`src/rtl/ide_pio_pkg.sv`:
```
package ide_pio_pkg;

  typedef enum logic [1:0] {
    PH_IDLE    = 2'd0,
    PH_SETUP   = 2'd1,
    PH_ACTIVE  = 2'd2,
    PH_RECOVER = 2'd3
  } ide_phase_e;

endpackage

```
`src/rtl/ide_pio_timsel.sv`:
```
module ide_pio_timsel #(
  parameter int CNT_W   = 4,
  parameter int SETUP_W = 2,
  localparam int TIM_W  = 2 * CNT_W
) (
  input  logic               drive_i,
  input  logic               write_i,
  input  logic               byte_i,
  input  logic [TIM_W-1:0]   rd_tim0_i,
  input  logic [TIM_W-1:0]   wr_tim0_i,
  input  logic [TIM_W-1:0]   rd_tim1_i,
  input  logic [TIM_W-1:0]   wr_tim1_i,
  input  logic [TIM_W-1:0]   byte_tim_i,
  input  logic [SETUP_W-1:0] setup0_i,
  input  logic [SETUP_W-1:0] setup1_i,
  output logic [CNT_W-1:0]   act_m1_o,
  output logic [CNT_W-1:0]   rec_m1_o,
  output logic [SETUP_W-1:0] setup_o
);

  logic [TIM_W-1:0] word_tim;
  logic [TIM_W-1:0] sel_tim;
  logic [CNT_W-1:0] act_cnt;
  logic [CNT_W-1:0] rec_cnt;

  always_comb begin
    if (drive_i) word_tim = write_i ? wr_tim1_i : rd_tim1_i;
    else         word_tim = write_i ? wr_tim0_i : rd_tim0_i;
    sel_tim = byte_i ? byte_tim_i : word_tim;
  end

  assign act_cnt = sel_tim[TIM_W-1:CNT_W];
  assign rec_cnt = sel_tim[CNT_W-1:0];

  // A zero count still occupies one clock; loaded value is length minus one.
  assign act_m1_o = (act_cnt == '0) ? '0 : act_cnt - 1'b1;
  assign rec_m1_o = (rec_cnt == '0) ? '0 : rec_cnt - 1'b1;
  assign setup_o  = drive_i ? setup1_i : setup0_i;

endmodule

```
`src/rtl/ide_pio_phase_ctr.sv`:
```
module ide_pio_phase_ctr #(
  parameter int CTR_W = 4
) (
  input  logic             clk,
  input  logic             rst_n,
  input  logic             load_i,
  input  logic [CTR_W-1:0] load_val_i,
  output logic             last_o
);

  logic [CTR_W-1:0] cnt_q;
  logic [CTR_W-1:0] cnt_d;
  logic             cnt_en;

  assign cnt_en = load_i | (cnt_q != '0);

  always_comb begin
    if (load_i) cnt_d = load_val_i;
    else        cnt_d = cnt_q - 1'b1;
  end

  always_ff @(posedge clk or negedge rst_n) begin
    if (!rst_n)      cnt_q <= '0;
    else if (cnt_en) cnt_q <= cnt_d;
  end

  assign last_o = (cnt_q == '0);

endmodule

```
`src/rtl/ide_pio_rdlatch.sv`:
```
module ide_pio_rdlatch #(
  parameter int DATA_W = 16
) (
  input  logic              clk,
  input  logic              rst_n,
  input  logic              cap_en_i,
  input  logic [DATA_W-1:0] dd_i,
  output logic [DATA_W-1:0] rdata_o
);

  always_ff @(posedge clk or negedge rst_n) begin
    if (!rst_n)        rdata_o <= '0;
    else if (cap_en_i) rdata_o <= dd_i;
  end

endmodule

```
`src/rtl/ide_pio_seq.sv`:
```
module ide_pio_seq
  import ide_pio_pkg::*;
#(
  parameter int DATA_W  = 16,
  parameter int CNT_W   = 4,
  parameter int SETUP_W = 2,
  localparam int TIM_W  = 2 * CNT_W
) (
  input  logic               clk,
  input  logic               rst_n,
  input  logic               enable_i,
  input  logic               start_i,
  input  logic               write_i,
  input  logic               drive_i,
  input  logic               byte_i,
  input  logic [TIM_W-1:0]   rd_tim0_i,
  input  logic [TIM_W-1:0]   wr_tim0_i,
  input  logic [TIM_W-1:0]   rd_tim1_i,
  input  logic [TIM_W-1:0]   wr_tim1_i,
  input  logic [TIM_W-1:0]   byte_tim_i,
  input  logic [SETUP_W-1:0] setup0_i,
  input  logic [SETUP_W-1:0] setup1_i,
  input  logic [DATA_W-1:0]  dd_i,
  output logic               dior_n_o,
  output logic               diow_n_o,
  output logic               busy_o,
  output logic               done_o,
  output logic [DATA_W-1:0]  rdata_o
);

  localparam int CTR_W = (CNT_W > SETUP_W) ? CNT_W : SETUP_W;

  ide_phase_e       phase_q, phase_d;
  logic [CNT_W-1:0] sel_act_m1, sel_rec_m1;
  logic [SETUP_W-1:0] sel_setup;
  logic [CNT_W-1:0] cap_act_m1_q, cap_rec_m1_q;
  logic             cap_write_q;
  logic             accept;
  logic             ctr_load;
  logic [CTR_W-1:0] ctr_val;
  logic             ctr_last;
  logic             done_d, done_q;
  logic             rd_cap_en;

  ide_pio_timsel #(.CNT_W(CNT_W), .SETUP_W(SETUP_W)) u_timsel (
    .drive_i   (drive_i),
    .write_i   (write_i),
    .byte_i    (byte_i),
    .rd_tim0_i (rd_tim0_i),
    .wr_tim0_i (wr_tim0_i),
    .rd_tim1_i (rd_tim1_i),
    .wr_tim1_i (wr_tim1_i),
    .byte_tim_i(byte_tim_i),
    .setup0_i  (setup0_i),
    .setup1_i  (setup1_i),
    .act_m1_o  (sel_act_m1),
    .rec_m1_o  (sel_rec_m1),
    .setup_o   (sel_setup)
  );

  assign accept = (phase_q == PH_IDLE) & start_i & enable_i;

  // Cycle configuration held for the whole transfer.
  always_ff @(posedge clk or negedge rst_n) begin
    if (!rst_n) begin
      cap_act_m1_q <= '0;
      cap_rec_m1_q <= '0;
      cap_write_q  <= 1'b0;
    end else if (accept) begin
      cap_act_m1_q <= sel_act_m1;
      cap_rec_m1_q <= sel_rec_m1;
      cap_write_q  <= write_i;
    end
  end

  // Next phase, counter reload and done strobe.
  always_comb begin
    phase_d  = phase_q;
    ctr_load = 1'b0;
    ctr_val  = '0;
    done_d   = 1'b0;
    unique case (phase_q)
      PH_IDLE: begin
        if (accept) begin
          ctr_load = 1'b1;
          if (sel_setup != '0) begin
            phase_d = PH_SETUP;
            ctr_val = CTR_W'(sel_setup - 1'b1);
          end else begin
            phase_d = PH_ACTIVE;
            ctr_val = CTR_W'(sel_act_m1);
          end
        end
      end
      PH_SETUP: begin
        if (ctr_last) begin
          phase_d  = PH_ACTIVE;
          ctr_load = 1'b1;
          ctr_val  = CTR_W'(cap_act_m1_q);
        end
      end
      PH_ACTIVE: begin
        if (ctr_last) begin
          phase_d  = PH_RECOVER;
          ctr_load = 1'b1;
          ctr_val  = CTR_W'(cap_rec_m1_q);
        end
      end
      PH_RECOVER: begin
        if (ctr_last) begin
          phase_d = PH_IDLE;
          done_d  = 1'b1;
        end
      end
      default: phase_d = PH_IDLE;
    endcase
  end

  always_ff @(posedge clk or negedge rst_n) begin
    if (!rst_n) begin
      phase_q <= PH_IDLE;
      done_q  <= 1'b0;
    end else begin
      phase_q <= phase_d;
      done_q  <= done_d;
    end
  end

  ide_pio_phase_ctr #(.CTR_W(CTR_W)) u_ctr (
    .clk       (clk),
    .rst_n     (rst_n),
    .load_i    (ctr_load),
    .load_val_i(ctr_val),
    .last_o    (ctr_last)
  );

  assign rd_cap_en = (phase_q == PH_ACTIVE) & ctr_last & ~cap_write_q;

  ide_pio_rdlatch #(.DATA_W(DATA_W)) u_rdlatch (
    .clk     (clk),
    .rst_n   (rst_n),
    .cap_en_i(rd_cap_en),
    .dd_i    (dd_i),
    .rdata_o (rdata_o)
  );

  assign dior_n_o = ~((phase_q == PH_ACTIVE) & ~cap_write_q);
  assign diow_n_o = ~((phase_q == PH_ACTIVE) &  cap_write_q);
  assign busy_o   = (phase_q != PH_IDLE);
  assign done_o   = done_q;

endmodule

```
`config.mk`:
```
export PLATFORM = sky130hd
export DESIGN_NAME = ide_pio_seq
export DESIGN_NICKNAME = d
export VERILOG_FILES = /design/src/rtl/ide_pio_pkg.sv /design/src/rtl/ide_pio_timsel.sv /design/src/rtl/ide_pio_phase_ctr.sv /design/src/rtl/ide_pio_rdlatch.sv /design/src/rtl/ide_pio_seq.sv
export SDC_FILE = /design/constraint.sdc
export NUM_CORES = 1
export LEC_CHECK = 0
export ABC_CLOCK_PERIOD_IN_PS = 5200
export BUFFER_PORTS_ARGS = -buffer_cell sky130_fd_sc_hd__buf_2
export CAP_MARGIN = 20
export CELL_PAD_IN_SITES_DETAIL_PLACEMENT = 1
export CELL_PAD_IN_SITES_GLOBAL_PLACEMENT = 1
export CORE_ASPECT_RATIO = 1.1
export CORE_MARGIN = 4
export CORE_UTILIZATION = 38
export DETAILED_ROUTE_END_ITERATION = 8
export GPL_TIMING_DRIVEN = 0
export PLACE_DENSITY = 0.83
export SETUP_SLACK_MARGIN = 0.02
export SYNTH_ARGS = -nofsm -noshare
export SYNTH_HDL_FRONTEND = slang
export SYNTH_SLANG_ARGS = --single-unit
```
`constraint.sdc`:
```
create_clock -name clk -period 5.2 [get_ports clk]
set_input_delay 0.52 -clock clk [delete_from_list [all_inputs] [get_ports clk]]
set_output_delay 0.52 -clock clk [all_outputs]
set_load 0.03 [all_outputs]
```
==> metrics.md <==
| Metric | Value |
|---|---|
| Max Clock Skew | `0.00227 ns` |
| Vias in the first global route | `roughly 2000` |
| Hold_buf cts | `0` |
| # setup viols final | `0` |
| Met3 wire len | `382 um` |
| Clk_lat worst skew | `approximately 0.28 ns` |
| Slew headroom | `0.548` |
| Synth Register Bits | `32` |
| Unrepaired setup endpoints after global routing | `false` |
| Rows | `27` |
| Final std cells w/o fill | `344` |
| DP Worst Slack | `between 2 and 3 ns` |
| Final worst path period need | `roughly 2.4 ns` |
| Final WS setup | `2.82 ns` |
| CTS max path bufs | `2` |
| Met2 Wirelength | `~2.8 mm` |
| Largest family of logic cells by synthesized area | `multiplexers` |
| Antenna cell count | `0` |
| Net Count, Synth | `around 270` |
| Die area | `0.00649 mm^2` |
| Finished Cell Area | `0.00261 mm^2` |
| Setup crit end kind | `register` |
| Top Metal Used | `met4` |
| IO Count | `87` |
| Root Buffer Master | `clkbuf_8` |
| Area after DPL | `roughly 0.0025 mm^2` |
| Synth Area per Inst | `between 10 and 15 um^2` |
| Post-synthesis compound-gate area fraction | `0.142` |
| Worst-path fanout max | `10` |
| PwrDens | `approximately 520 mW/mm^2` |
| WP data required | `5.36 ns` |
| Routed vias | `about 1800` |
| Chip Width | `~77 um` |
| Vias per cell | `5.31` |
| Mapped cell area | `~0.0020 mm^2` |
| Worst-path clk slew | `0.06 ns` |
| Hold crit path type | `in -> async` |
| Status | `completed` |
| Total power | `1.36 mW` |
| Post-route ant nets | `0` |
| Cells after Synth | `192` |
| Mux cell area share after synthesis | `0.227` |
| Simple-gate area share of the yosys netlist | `0.139` |
| Area delta synth->final | `30.5%` |
| # DRC | `0` |
| DR iter-0 viols | `63` |
| XOR/XNOR share of the synthesized area | `0.00438` |
| Largest net degree at the start of global routing | `33` |
| Core area | `around 0.0051 mm^2` |
| # Post-CTS Setup Buffers | `0` |
| PortBufs | `86` |
| Detailed Place HPWL | `4.32 mm` |
| Drt total wl | `5.27 mm` |
| Final-report hold violation count | `0` |
| Cells after DPL | `roughly 340` |
| Initial antenna violation count | `0` |
| Num CTS Buffers | `5` |
| Initial Util | `0.395` |
| Crit Path Class | `in -> reg` |
| GRT overflow | `0` |
| DR WL/cell | `between 15 and 20 um` |
| VDD IR-drop max | `between 0.15 and 0.2 mV` |
| Yosys cell types | `45` |
| Post-cts sizing count | `0` |
| Crit path DAT | `2.54 ns` |
| Tcrit/Tclk final | `0.457` |
| Setup TNS | `0 ns` |
| Worst Max-Slew Pin Slew | `approximately 0.68 ns` |
| Pre-antenna DRT Iters | `4` |
| Flop2flop setup slack | `roughly 3.0 ns` |
| H-tree levels | `2` |
| Critical Path Start Type | `input pin` |
| CTS tree | `done` |
| Max cap viols | `0` |
| Sequential share of the synthesized area | `0.401` |
| Leakage power | `1.28 nW` |
| Adder-cell share of the synthesized area | `0.0438` |
| Maximum clock rate | `between 400 and 500 MHz` |
| Chip height | `between 80 and 90 um` |
| Gpl congestion | `roughly 0.74` |
| GRT Util Overall | `0.170` |
| Global-route wire length before repair | `8.87 mm` |
| Max-slew violations | `0` |
| Fin nets | `359` |
| Layout cells sized above 1 | `0.444` |
| Filler cell count | `slightly above 600` |
| YS warnings | `0` |
| M1 wire length | `around 2.0 mm` |
| Clk sinks | `32` |
[worst max-delay path, stage by stage]
cell and delay (ns):
buf_2 0.12, buf_1 0.43, nor2b_1 0.22, a21oi_1 0.08, o21ai_0 0.11, ha_1 0.25
inv_1 0.05, a311o_1 0.29, nand2b_1 0.11, nor3_1 0.06, o32a_1 0.30
[layout make-up]
type	count	area [um^2]	share of cell area
Sequential cell	32	801	0.307
Tap cell	58	72.6	0.0278
Clock buffer	6	72.6	0.0278
Clock inverter	2	35.0	0.0134
Inverter	7	26.3	0.0101
Multi-Input combinational cell	144	1110	0.426
Timing Repair Buffer	86	430	0.165
Buffer	9	61.3	0.0235
[cells in the mapped netlist, drive strengths merged]
cell,n,area (um^2)
a22o,1,8.76
or2b,1,7.51
and3,1,6.26
mux2,21,240
nor2b,2,12.5
o32a,2,21.3
a221oi,1,8.76
o21ai,15,75.1
and2b,1,10.0
nand2,20,75.1
inv,7,26.3
dfrtp,32,801
a21o,1,7.51
mux2i,10,100
nor2,10,37.5
clkbuf,5,30.0
nand2b,7,43.8
ha,7,87.6
nor3,7,35.0
a211oi,1,7.51
a311o,1,10.0
buf,4,31.3
mux4,5,113
o31ai,1,7.51
a31oi,1,6.26
xor2,1,8.76
a211o,3,26.3
o41ai,1,8.76
a21oi,9,45.0
o311ai,1,8.76
nand3,6,35.0
o21ba,1,10.0
nand3b,1,7.51
a222oi,1,10.0
and2,1,7.51
a22oi,3,22.5
[registers in the layout, indices dropped and copies added, names as in the netlist]
signal,cells
cap_act_m1_q,4
u_rdlatch.rdata_o,16
phase_q,2
done_o,1
u_ctr.cnt_q,4
cap_rec_m1_q,4
cap_write_q,1
[cell families after synthesis]
kind of cell	count (synthesis)
xor gates and xnor gates	1
adders and majority gates	7
muxes	36
and+or+nand+nor	57
AOI/OAI and AO/OA	43
DFF	32
buffers and inverters	16
[path summary, 6_finish.rpt]
check / endpoint / cells after the start / from
max: u_ctr.cnt_q[1]$_DFFE_PN0P_ / 11 / byte_i
min: u_rdlatch.rdata_o[4]$_DFFE_PN0P_ / 1 / rst_n
max reg2reg: u_rdlatch.rdata_o[6]$_DFFE_PN0P_ / 8 / phase_q[0]$_DFFE_PN0P_
min reg2reg: u_rdlatch.rdata_o[4]$_DFFE_PN0P_ / 1 / u_rdlatch.rdata_o[4]$_DFFE_PN0P_
max in group asynchronous: cap_act_m1_q[3]$_DFFE_PN0P_ / 1 / rst_n
min in group clk: u_rdlatch.rdata_o[14]$_DFFE_PN0P_ / 2 / dd_i[14]
[where the power goes]
group / leakage [nW] / internal (mW) / switching, mW / total [mW]
clock: 0.0552 / 0.142 / 0.0878 / 0.230
combinational: 0.843 / 0.272 / 0.417 / 0.689
sequential: 0.386 / 0.372 / 0.0673 / 0.439
[placed cells by master (no fill, tap or decap), drive strengths merged, types with 6 or more instances in the layout]
cell type,count
clkbuf,11
mux2i,10
nor3,7
mux2,21
ha,7
o21ai,15
dfrtp,32
nand2,20
a21oi,9
buf,90
nor2,10
nand3,6
inv,7
nand2b,7
[stage by stage]
stage,hold WS (ns),util
global placement,0.470,0.494
global route,0.329,0.515
CTS,0.300,0.515
floorplan,0.224,-
finish,0.271,0.515
detailed placement,0.477,0.494
[layer usage]
metal	vias to the layer above	global-route usage
met4	0	0.0534
met5	-	0
met1	860	0.177
met2	76	0.319
met3	9	0.0562
li1	881	-
(Power assumes the default switching activity.)
